===== config.mk =====
export PLATFORM = sky130hd
export DESIGN_NAME = rxf_frame_buf
export DESIGN_NICKNAME = d
export VERILOG_FILES = /design/src/rtl/rxf_pkg.sv /design/src/rtl/rxf_store.sv /design/src/rtl/rxf_lookahead.sv /design/src/rtl/rxf_frame_buf.sv
export SDC_FILE = /design/constraint.sdc
export NUM_CORES = 1
export LEC_CHECK = 0
export BUFFER_PORTS_ARGS = -buffer_cell sky130_fd_sc_hd__clkbuf_2
export CELL_PAD_IN_SITES_DETAIL_PLACEMENT = 1
export CELL_PAD_IN_SITES_GLOBAL_PLACEMENT = 2
export CORE_MARGIN = 5
export CORE_UTILIZATION = 35
export CTS_CLUSTER_DIAMETER = 150
export DETAILED_ROUTE_END_ITERATION = 10
export PLACE_DENSITY_LB_ADDON = 0.1
export SYNTH_ARGS = -nofsm -noshare
export SYNTH_HDL_FRONTEND = slang
export SYNTH_SLANG_ARGS = --single-unit

===== constraint.sdc =====
create_clock -name clk -period 3.07 [get_ports clk]
set_clock_uncertainty 0.2 [all_clocks]
set_input_delay 0.4605 -clock clk [delete_from_list [all_inputs] [get_ports clk]]
set_output_delay 0.4605 -clock clk [all_outputs]
set_load 0.02 [all_outputs]

===== src/rtl/rxf_pkg.sv =====
package rxf_pkg;
  typedef enum logic [1:0] {
    OP_IDLE   = 2'd0,
    OP_POP    = 2'd1,
    OP_REG_RD = 2'd2,
    OP_REG_WR = 2'd3
  } bus_op_e;

  localparam int ST_IRQ   = 0;
  localparam int ST_OVF   = 1;
  localparam int ST_EMPTY = 2;

  localparam int CMD_CLR_IRQ = 0;
  localparam int CMD_CLR_OVF = 1;
endpackage


===== src/rtl/rxf_store.sv =====
module rxf_store #(
  parameter int DATA_W = 8,
  parameter int DEPTH  = 64,
  localparam int PTR_W = $clog2(DEPTH),
  localparam int CNT_W = PTR_W + 1
) (
  input  logic              clk,
  input  logic              rst_n,
  input  logic              in_valid,
  input  logic [DATA_W-1:0] in_byte,
  input  logic              in_eof,
  input  logic              ovf_clr,
  input  logic [PTR_W-1:0]  rd_addr,
  output logic [DATA_W-1:0] rd_byte,
  output logic [CNT_W-1:0]  wr_count,
  output logic              frame_start,
  output logic              frame_end,
  output logic              ovf
);
  localparam logic [CNT_W-1:0] FULL = CNT_W'(DEPTH);

  logic [DATA_W-1:0] mem [DEPTH];
  logic              open_q, open_d;
  logic [CNT_W-1:0]  wcnt_q, wcnt_d, base;
  logic              ovf_q, ovf_d;
  logic              room, wr_en;

  always_comb begin
    frame_start = in_valid & ~open_q;
    frame_end   = in_valid & in_eof;
    base        = frame_start ? '0 : wcnt_q;
    room        = base < FULL;
    wr_en       = in_valid & room;
    wcnt_d      = wr_en ? base + 1'b1 : base;
    if (frame_end)     open_d = 1'b0;
    else if (in_valid) open_d = 1'b1;
    else               open_d = open_q;
    ovf_d = (in_valid & ~room) | (ovf_q & ~ovf_clr);
  end

  always_ff @(posedge clk or negedge rst_n) begin
    if (!rst_n) begin
      open_q <= 1'b0;
      wcnt_q <= '0;
      ovf_q  <= 1'b0;
    end else begin
      open_q <= open_d;
      wcnt_q <= wcnt_d;
      ovf_q  <= ovf_d;
    end
  end

  always_ff @(posedge clk) begin
    if (wr_en) mem[base[PTR_W-1:0]] <= in_byte;
  end

  assign rd_byte  = mem[rd_addr];
  assign wr_count = wcnt_q;
  assign ovf      = ovf_q;

  AST_DROP_WHEN_FULL: assert property (@(posedge clk) disable iff (!rst_n)
    (in_valid && open_q && wcnt_q == FULL) |=> (wcnt_q == FULL && ovf_q));
  AST_OVF_STICKY: assert property (@(posedge clk) disable iff (!rst_n)
    (ovf_q && !ovf_clr) |=> ovf_q);
  AST_START_REWINDS: assert property (@(posedge clk) disable iff (!rst_n)
    frame_start |=> (wcnt_q == CNT_W'(1)));
endmodule


===== src/rtl/rxf_lookahead.sv =====
module rxf_lookahead #(
  parameter int DATA_W = 8,
  parameter int DEPTH  = 64,
  localparam int PTR_W = $clog2(DEPTH),
  localparam int CNT_W = PTR_W + 1
) (
  input  logic              clk,
  input  logic              rst_n,
  input  logic              restart,
  input  logic              pop,
  input  logic [CNT_W-1:0]  wr_count,
  input  logic [DATA_W-1:0] rd_byte,
  output logic [PTR_W-1:0]  rd_addr,
  output logic [DATA_W-1:0] hold_byte,
  output logic              hold_vld,
  output logic              empty
);
  logic [CNT_W-1:0]  rptr_q, rptr_d;
  logic [DATA_W-1:0] hold_q, hold_d;
  logic              hvld_q, hvld_d;
  logic              avail;

  always_comb begin
    avail  = rptr_q < wr_count;
    rptr_d = rptr_q;
    hold_d = hold_q;
    hvld_d = hvld_q;
    if (restart) begin
      rptr_d = '0;
      hvld_d = 1'b0;
    end else if (pop && !hvld_q) begin
      rptr_d = rptr_q;
    end else if (!hvld_q || pop) begin
      if (avail) begin
        hold_d = rd_byte;
        hvld_d = 1'b1;
        rptr_d = rptr_q + 1'b1;
      end else begin
        hvld_d = 1'b0;
      end
    end
  end

  always_ff @(posedge clk or negedge rst_n) begin
    if (!rst_n) begin
      rptr_q <= '0;
      hold_q <= '0;
      hvld_q <= 1'b0;
    end else begin
      rptr_q <= rptr_d;
      hold_q <= hold_d;
      hvld_q <= hvld_d;
    end
  end

  assign rd_addr   = rptr_q[PTR_W-1:0];
  assign hold_byte = hold_q;
  assign hold_vld  = hvld_q;
  assign empty     = ~avail;

  AST_PREFETCH: assert property (@(posedge clk) disable iff (!rst_n)
    (!hvld_q && !empty && !restart && !pop) |=> hvld_q);
  AST_RESTART_DROPS_HOLD: assert property (@(posedge clk) disable iff (!rst_n)
    restart |=> !hvld_q);
  AST_IDLE_READ_KEEPS_PTR: assert property (@(posedge clk) disable iff (!rst_n)
    (pop && !hvld_q && !restart) |=> $stable(rptr_q));
endmodule


===== src/rtl/rxf_frame_buf.sv =====
module rxf_frame_buf
  import rxf_pkg::*;
#(
  parameter int DATA_W = 8,
  parameter int DEPTH  = 64,
  localparam int PTR_W = $clog2(DEPTH),
  localparam int CNT_W = PTR_W + 1
) (
  input  logic              clk,
  input  logic              rst_n,
  input  logic              in_valid,
  input  logic [DATA_W-1:0] in_byte,
  input  logic              in_eof,
  input  logic              bus_strb,
  input  logic              bus_rd,
  input  logic              bus_reg,
  input  logic [DATA_W-1:0] bus_wdata,
  output logic [DATA_W-1:0] bus_rdata,
  output logic              rx_empty,
  output logic              rx_irq
);
  bus_op_e           op;
  logic              pop, reg_rd, reg_wr, ovf_clr;
  logic [PTR_W-1:0]  rd_addr;
  logic [DATA_W-1:0] rd_byte, hold_byte, status;
  logic [CNT_W-1:0]  wr_count;
  logic              frame_start, frame_end, ovf, hold_vld, empty;
  logic              irq_q, irq_d;
  logic [DATA_W-1:0] rdata_q, rdata_d;

  always_comb begin
    if (!bus_strb)    op = OP_IDLE;
    else if (!bus_reg) op = bus_rd ? OP_POP : OP_IDLE;
    else               op = bus_rd ? OP_REG_RD : OP_REG_WR;
    pop     = (op == OP_POP);
    reg_rd  = (op == OP_REG_RD);
    reg_wr  = (op == OP_REG_WR);
    ovf_clr = reg_wr & bus_wdata[CMD_CLR_OVF];
  end

  rxf_store #(.DATA_W(DATA_W), .DEPTH(DEPTH)) i_store (
    .clk(clk), .rst_n(rst_n),
    .in_valid(in_valid), .in_byte(in_byte), .in_eof(in_eof),
    .ovf_clr(ovf_clr), .rd_addr(rd_addr), .rd_byte(rd_byte),
    .wr_count(wr_count), .frame_start(frame_start),
    .frame_end(frame_end), .ovf(ovf)
  );

  rxf_lookahead #(.DATA_W(DATA_W), .DEPTH(DEPTH)) i_look (
    .clk(clk), .rst_n(rst_n),
    .restart(frame_start), .pop(pop),
    .wr_count(wr_count), .rd_byte(rd_byte), .rd_addr(rd_addr),
    .hold_byte(hold_byte), .hold_vld(hold_vld), .empty(empty)
  );

  always_comb begin
    status           = '0;
    status[ST_IRQ]   = irq_q;
    status[ST_OVF]   = ovf;
    status[ST_EMPTY] = empty;

    if (frame_end)                                   irq_d = 1'b1;
    else if (pop || (reg_wr && bus_wdata[CMD_CLR_IRQ])) irq_d = 1'b0;
    else                                             irq_d = irq_q;

    if (pop)         rdata_d = hold_vld ? hold_byte : '0;
    else if (reg_rd) rdata_d = status;
    else             rdata_d = rdata_q;
  end

  always_ff @(posedge clk or negedge rst_n) begin
    if (!rst_n) begin
      irq_q   <= 1'b0;
      rdata_q <= '0;
    end else begin
      irq_q   <= irq_d;
      rdata_q <= rdata_d;
    end
  end

  assign bus_rdata = rdata_q;
  assign rx_empty  = empty;
  assign rx_irq    = irq_q;

  AST_IRQ_ON_EOF: assert property (@(posedge clk) disable iff (!rst_n)
    frame_end |=> rx_irq);
  AST_IRQ_READ_CLEAR: assert property (@(posedge clk) disable iff (!rst_n)
    (pop && !frame_end) |=> !rx_irq);
  AST_IRQ_CMD_KEEP: assert property (@(posedge clk) disable iff (!rst_n)
    (reg_wr && !bus_wdata[CMD_CLR_IRQ] && irq_q) |=> rx_irq);
  AST_ZERO_READ: assert property (@(posedge clk) disable iff (!rst_n)
    (pop && !hold_vld) |=> (bus_rdata == '0));
endmodule


Word level (Yosys, flattened, before mapping)
Memory sizes are Yosys's and may differ from the RTL's. A register that Yosys moved wholly into a read port is not among the register bits. Index checks and enable logic that the tools add are counted. Widths: inputs -> output; s select.

Add/subtract/negate cells: 2. Magnitude comparators: 2. Eq/ne operators: 4. Muxes and demuxes: 23. Bitwise operators: 13. Reductions and logical operators: 14.

Operators with widths (count): $mux 7 (6); $mux 8 (3); $add 7x1->7 const B (2); $mux 1 (12); $reduce_bool 2->1 (5); $lt 7x7->1 (1); $lt 7x7->1 const B (1); $and 1x1->1 (6); $not 1->1 (6); $eq 2x2->1 const B (2); $mux 2 (2); $reduce_and 4->1 (1); $reduce_and 3->1 (1); $eq 2x1->1 const B (1); $logic_and 1x1->1 (2); $logic_not 1->1 (2); $logic_or 1x1->1 (2); $ne 2x2->1 const B (1); $reduce_and 2->1 (1); $or 1x1->1 (1).

Bits in registers: 26. Memory bits (writable): 512. Bits of input ports: 23. Output and inout bits: 10. Memories: 1.

Memory list: i_store.mem (words 64, width 8, rd ports 1, clocked after Yosys merged registers in 1, write ports 1, RTL line rxf_store.sv:22) `logic [DATA_W-1:0] mem [DEPTH];`.

Depth between registers and ports, before layout
Depth in word-level cells: 8. Mapped depth: 12.

Cells and area by module
Synthesis repeated with hierarchy kept, for this count alone.

Cell total of the unflattened synthesis: 1086. Area total of the unflattened synthesis: 21700.8 µm².

Modules (own cells, without submodules): rxf_store (times used 1, cells an instance 961, area each 20342.0 µm², sequential area each 15600.0 µm²); rxf_lookahead (times used 1, cells an instance 89, area each 937.1 µm², sequential area each 400.4 µm²); rxf_frame_buf (times used 1, cells an instance 36, area each 421.7 µm², sequential area each 225.2 µm²).

Worst setup path after synthesis
No wires, ideal clock.

Kind: register to register. Start: register i_store.wcnt_q[5] (netlist: i_store.wr_count[5]). End: register i_look.hold_q[1] (netlist: i_look.hold_byte[1]), read port of i_store.mem. Setup time: 0.126 ns. Arrival: 2.326 ns. Path slack: 0.418 ns. Stages on the path, launching flop included: 11. Clock period less this slack: 2.652 ns. Cells stage by stage: dfrtp_1 -> clkbuf_1 -> inv_1 -> ha_1 -> and2_1 -> a221oi_1 -> o211a_1 -> buf_2 -> nand2_1 -> clkbuf_1 -> a221o_1.

Word-level cells in the longest chain between the ends: 2.

Ends and longest elaborated chain: from (decl) (RTL line rxf_store.sv:24) `logic [CNT_W-1:0] wcnt_q, wcnt_d, base;`; from (signal assigned) (RTL line rxf_store.sv:48) `wcnt_q <= wcnt_d;`; $lt 7x7->1 (RTL line rxf_lookahead.sv:24) `avail = rptr_q < wr_count;`; $reduce_and 4->1 (no line); to (decl) (RTL line rxf_lookahead.sv:19) `logic [DATA_W-1:0] hold_q, hold_d;`.

No other way between the ends. A chain may end at the register's enable or synchronous reset.

Final worst setup path
Start: register i_store.wcnt_q[2] (netlist: i_store.wr_count[2]). End: output rx_empty.

Word-level cells in the longest chain between the ends: 2.

Ends and longest elaborated chain: $lt 7x7->1 (RTL line rxf_lookahead.sv:24); $not 1->1 (RTL line rxf_lookahead.sv:59) `assign empty = ~avail;`; to (decl) (RTL line rxf_frame_buf.sv:19) `output logic rx_empty,`.

No other way between the ends.

==> impl_metrics.json <==
{
  "die_y_um": 259,
  "track_usage_pct": 16.8,
  "clk_pin_slew_ns": 0.06,
  "synth-warning-count": 0,
  "rrSetupSlack_ns": 0.25,
  "end_kind": "output port",
  "start_util_pct": 35.2,
  "area_growth_pct": 18.0,
  "io_buffers": 26,
  "clock-sinks": 546,
  "drc": 0,
  "ys_types": 45,
  "antenna_found_initial": 0,
  "ys_seq_elements": 546,
  "r2r_cells": 8,
  "overflow": 0,
  "min_from": "in_byte[6]",
  "synth_area_per_cell_um2": 18.2,
  "antenna_cells": 0,
  "preCtsSetupSlack_ns": 0.234,
  "coreArea_mm2": 0.0615,
  "min_period_ns": 2.91,
  "vias": 11205,
  "cp.arrival_ns": 2.25,
  "hold_path.class": "in2reg",
  "syn_area_mm2": 0.0217,
  "boundaryPins": 33,
  "startpoint_type": "flop",
  "yosysSeqAreaShare_pct": 74.9,
  "htreeDepth": 2,
  "cts_root_buf": "clkbuf_16",
  "leakage_nw": 8.36,
  "slowest_stage": "dfrtp_1",
  "totalNegativeSetupSlack_ns": 0,
  "timing.slew.headroom_pct": 14.6,
  "final_nets": 1375,
  "final.period_utilization_pct": 94.9,
  "worstPathMaxFanout": 6,
  "slowest_delay_ns": 0.45,
  "post-cts-setup-buffers": 0,
  "die-area_mm2": 0.0670,
  "status": "completed",
  "die_w_um": 259,
  "grt_max_degree": 50,
  "drtAntennaViolNets": 0,
  "power-per-cell-area_mw_per_mm2": 760,
  "vdd_drop_max_v": 0.000493,
  "fin_ws_ns": 0.156,
  "cts_tree": "built",
  "grt_setup_unrepaired": "no",
  "wire_per_inst_um": 25.8,
  "drt-vias-per-instance": 5.14,
  "fp-row-count": 91,
  "holdPathStages": 1,
  "fillers": 5933,
  "hold_path_end": "i_store.mem[58][6]$_DFFE_PP_",
  "synth_fp_nets": 1219,
  "r2r_end": "i_look.hold_byte[2]$_DFFE_PN0P_",
  "max_cap_violations": 0,
  "grt_pass1_vias": 12114,
  "clockBufferDepth": 3,
  "maxSlewViolCount": 0,
  "drt_iter0_markers": 621,
  "worstPathRequired_ns": 2.41,
  "r2r_start": "i_store.wr_count[2]$_DFF_PN0_",
  "critPathKind": "reg2out",
  "numCtsBuffers": 59,
  "hold_viol_final": 0,
  "grt_pass1_wl_mm": 82.9,
  "dp_hpwl_mm": 35.6,
  "setup_viol": 0,
  "stdcell_area_mm2": 0.0256,
  "place_area_mm2": 0.0236,
  "drt-pass1-iter-count": 5,
  "cp_cell_sequence": "inv_1 -> ha_1 -> a21o_1 -> a31oi_1 -> o21ai_2 -> clkbuf_2",
  "netlist_instances": 1188,
  "clk_latency_ns": 0.61,
  "gp_congestion": 0.749,
  "final_layout_size_suffix_gt1_share_pct": 23.0,
  "worst-slew-pin-transition_ns": 1.28,
  "fmax_ghz": 0.343,
  "wirelength_mm": 56.3
}
## cell usage after synthesis
library cell	instances	area, um2
edfxtp_1	512	15400
mux2i_1	130	1300
nor2_1	83	312
mux4_2	67	1510
a22oi_1	55	413
nand2_1	42	158
nand3_1	35	175
dfrtp_1	34	851
buf_2	29	145
clkbuf_1	26	97.6
a21oi_1	25	125
nand4_1	21	131
a22o_1	12	105
inv_1	10	37.5
o21ai_0	9	45.0
ha_1	8	100
a221oi_1	7	61.3
buf_1	7	26.3
a221o_1	6	60.1
buf_6	6	67.6
nor2b_1	6	37.5
nor3_1	6	30.0
o2bb2ai_1	6	52.6
mux4_1	5	131
xor2_1	5	43.8
a31oi_1	4	25.0
xnor2_1	4	35.0
and2_1	3	18.8
nand2b_1	3	18.8
nor4_1	3	18.8
a21o_1	2	15.0
a41oi_1	2	17.5
and3_1	2	12.5
o22ai_1	2	12.5
a21boi_0	1	7.51
and3b_1	1	8.76
buf_4	1	7.51
maj3_1	1	10.0
nand3b_1	1	7.51
nor3b_1	1	7.51
nor3b_2	1	12.5
o211a_1	1	10.0
o211ai_1	1	7.51
o31ai_1	1	7.51
or3_1	1	6.26
## worst max-delay path: cells and delay by family (launching register included)
family	cells	cell delay [ns]
AO/OA/AOI/OAI	3	0.60
adder cells (fa/ha/maj)	1	0.31
buffers and inverters	2	0.29
flip-flops	1	0.45
## worst max-delay path by stage
stage	start	to	slack (ns)	cells after the start
floorplan	i_store.wr_count[5]$_DFF_PN0_	i_look.hold_byte[1]$_DFFE_PN0P_	0.42	10
global placement	i_store.wr_count[4]$_DFF_PN0_	i_look.hold_byte[3]$_DFFE_PN0P_	0.30	8
detailed placement	i_store.wr_count[4]$_DFF_PN0_	i_look.hold_byte[2]$_DFFE_PN0P_	0.23	8
CTS	i_store.wr_count[2]$_DFF_PN0_	rx_empty	0.08	6
global route	i_store.wr_count[2]$_DFF_PN0_	i_look.hold_byte[2]$_DFFE_PN0P_	0.03	8
finish	i_store.wr_count[2]$_DFF_PN0_	rx_empty	0.16	6
## routing by layer
layer | track usage (%) | wire (um) | vias to the layer above
li1 | - | - | 5092
met1 | 22.0 | 24100 | 5872
met2 | 29.7 | 29000 | 163
met3 | 2.29 | 1980 | 78
met4 | 4.12 | 1190 | 0
met5 | 0 | 0 | -
## cell families (layout without fill, tap and decap cells)
kind of cell	count (synthesis)	in the layout	synth area share (%)
adder cells (fa/ha/maj)	9	9	0.508
flip-flops	546	546	74.9
buffers and inverters	79	280	1.76
AO/OA/AOI/OAI	134	134	4.45
XOR/XNOR	9	9	0.364
AND/OR/NAND/NOR	209	209	4.41
multiplexers	202	202	13.6
## state kept, by name, summed over array words and instances (netlist names)
| signal | cells |
|---|---|
| rx_irq | 1 |
| i_look.rptr_q | 7 |
| i_look.hold_vld | 1 |
| i_store.ovf | 1 |
| i_look.hold_byte | 8 |
| bus_rdata | 8 |
| i_store.open_q | 1 |
| i_store.wr_count | 7 |
| i_store.mem | 512 |
## power breakdown
part,switching (mW),total (mW),internal (mW)
clock,2.86,6.96,4.10
combinational,2.25,3.97,1.72
sequential,0.150,8.48,8.33
total,5.26,19.4,14.2
## layout by cell type (no fill, tap or decap), types with 3 or more instances in the layout
master,instances
a31oi_1,4
nand2_1,42
mux4_1,5
o21ai_0,8
inv_1,9
bufinv_16,6
a21oi_1,25
dfrtp_1,32
clkinv_2,14
a221o_1,6
mux2i_1,130
a22o_1,12
clkinv_1,11
nor3_1,6
xor2_1,5
nand3_1,35
and2_1,3
nand4_1,21
dlygate4sd3_1,7
buf_12,12
clkbuf_16,61
xnor2_1,4
clkbuf_2,26
a221oi_1,6
edfxtp_1,512
nor2_1,82
clkbuf_1,11
o2bb2ai_1,6
mux4_2,67
ha_1,8
nor2b_1,4
buf_4,119
a22oi_1,55
nand2b_1,3
## repair_timing
item	4_1_cts	5_1_grt
gates resized for setup	4	0
endpoints found under the hold margin	35	0
hold buffers	7	0
endpoints found under the setup margin	1	0
## area by class of cell
| type | count | area (um2) | area share, % |
|---|---|---|---|
| Sequential cell | 546 | 16200 | 63.5 |
| Multi-Input combinational cell | 563 | 5080 | 19.9 |
| Clock buffer | 72 | 1570 | 6.13 |
| Timing Repair Buffer | 164 | 1330 | 5.22 |
| Tap cell | 790 | 988 | 3.87 |
| Clock inverter | 34 | 315 | 1.23 |
| Inverter | 10 | 37.5 | 0.147 |
## metrics by stage
stage	instances	utilization (%)	hold WS (ns)	total power, mW
final	2179	41.6	0.0645	19.4
after global routing	2179	41.6	0.0768	20.3
after CTS	2179	41.6	0.0330	19.7
after detailed placement	2066	38.4	0.274	12.7
after global placement	2066	38.4	0.275	12.7
after floorplan	1188	-	-0.0351	11.1
(Power assumes the default switching activity.)
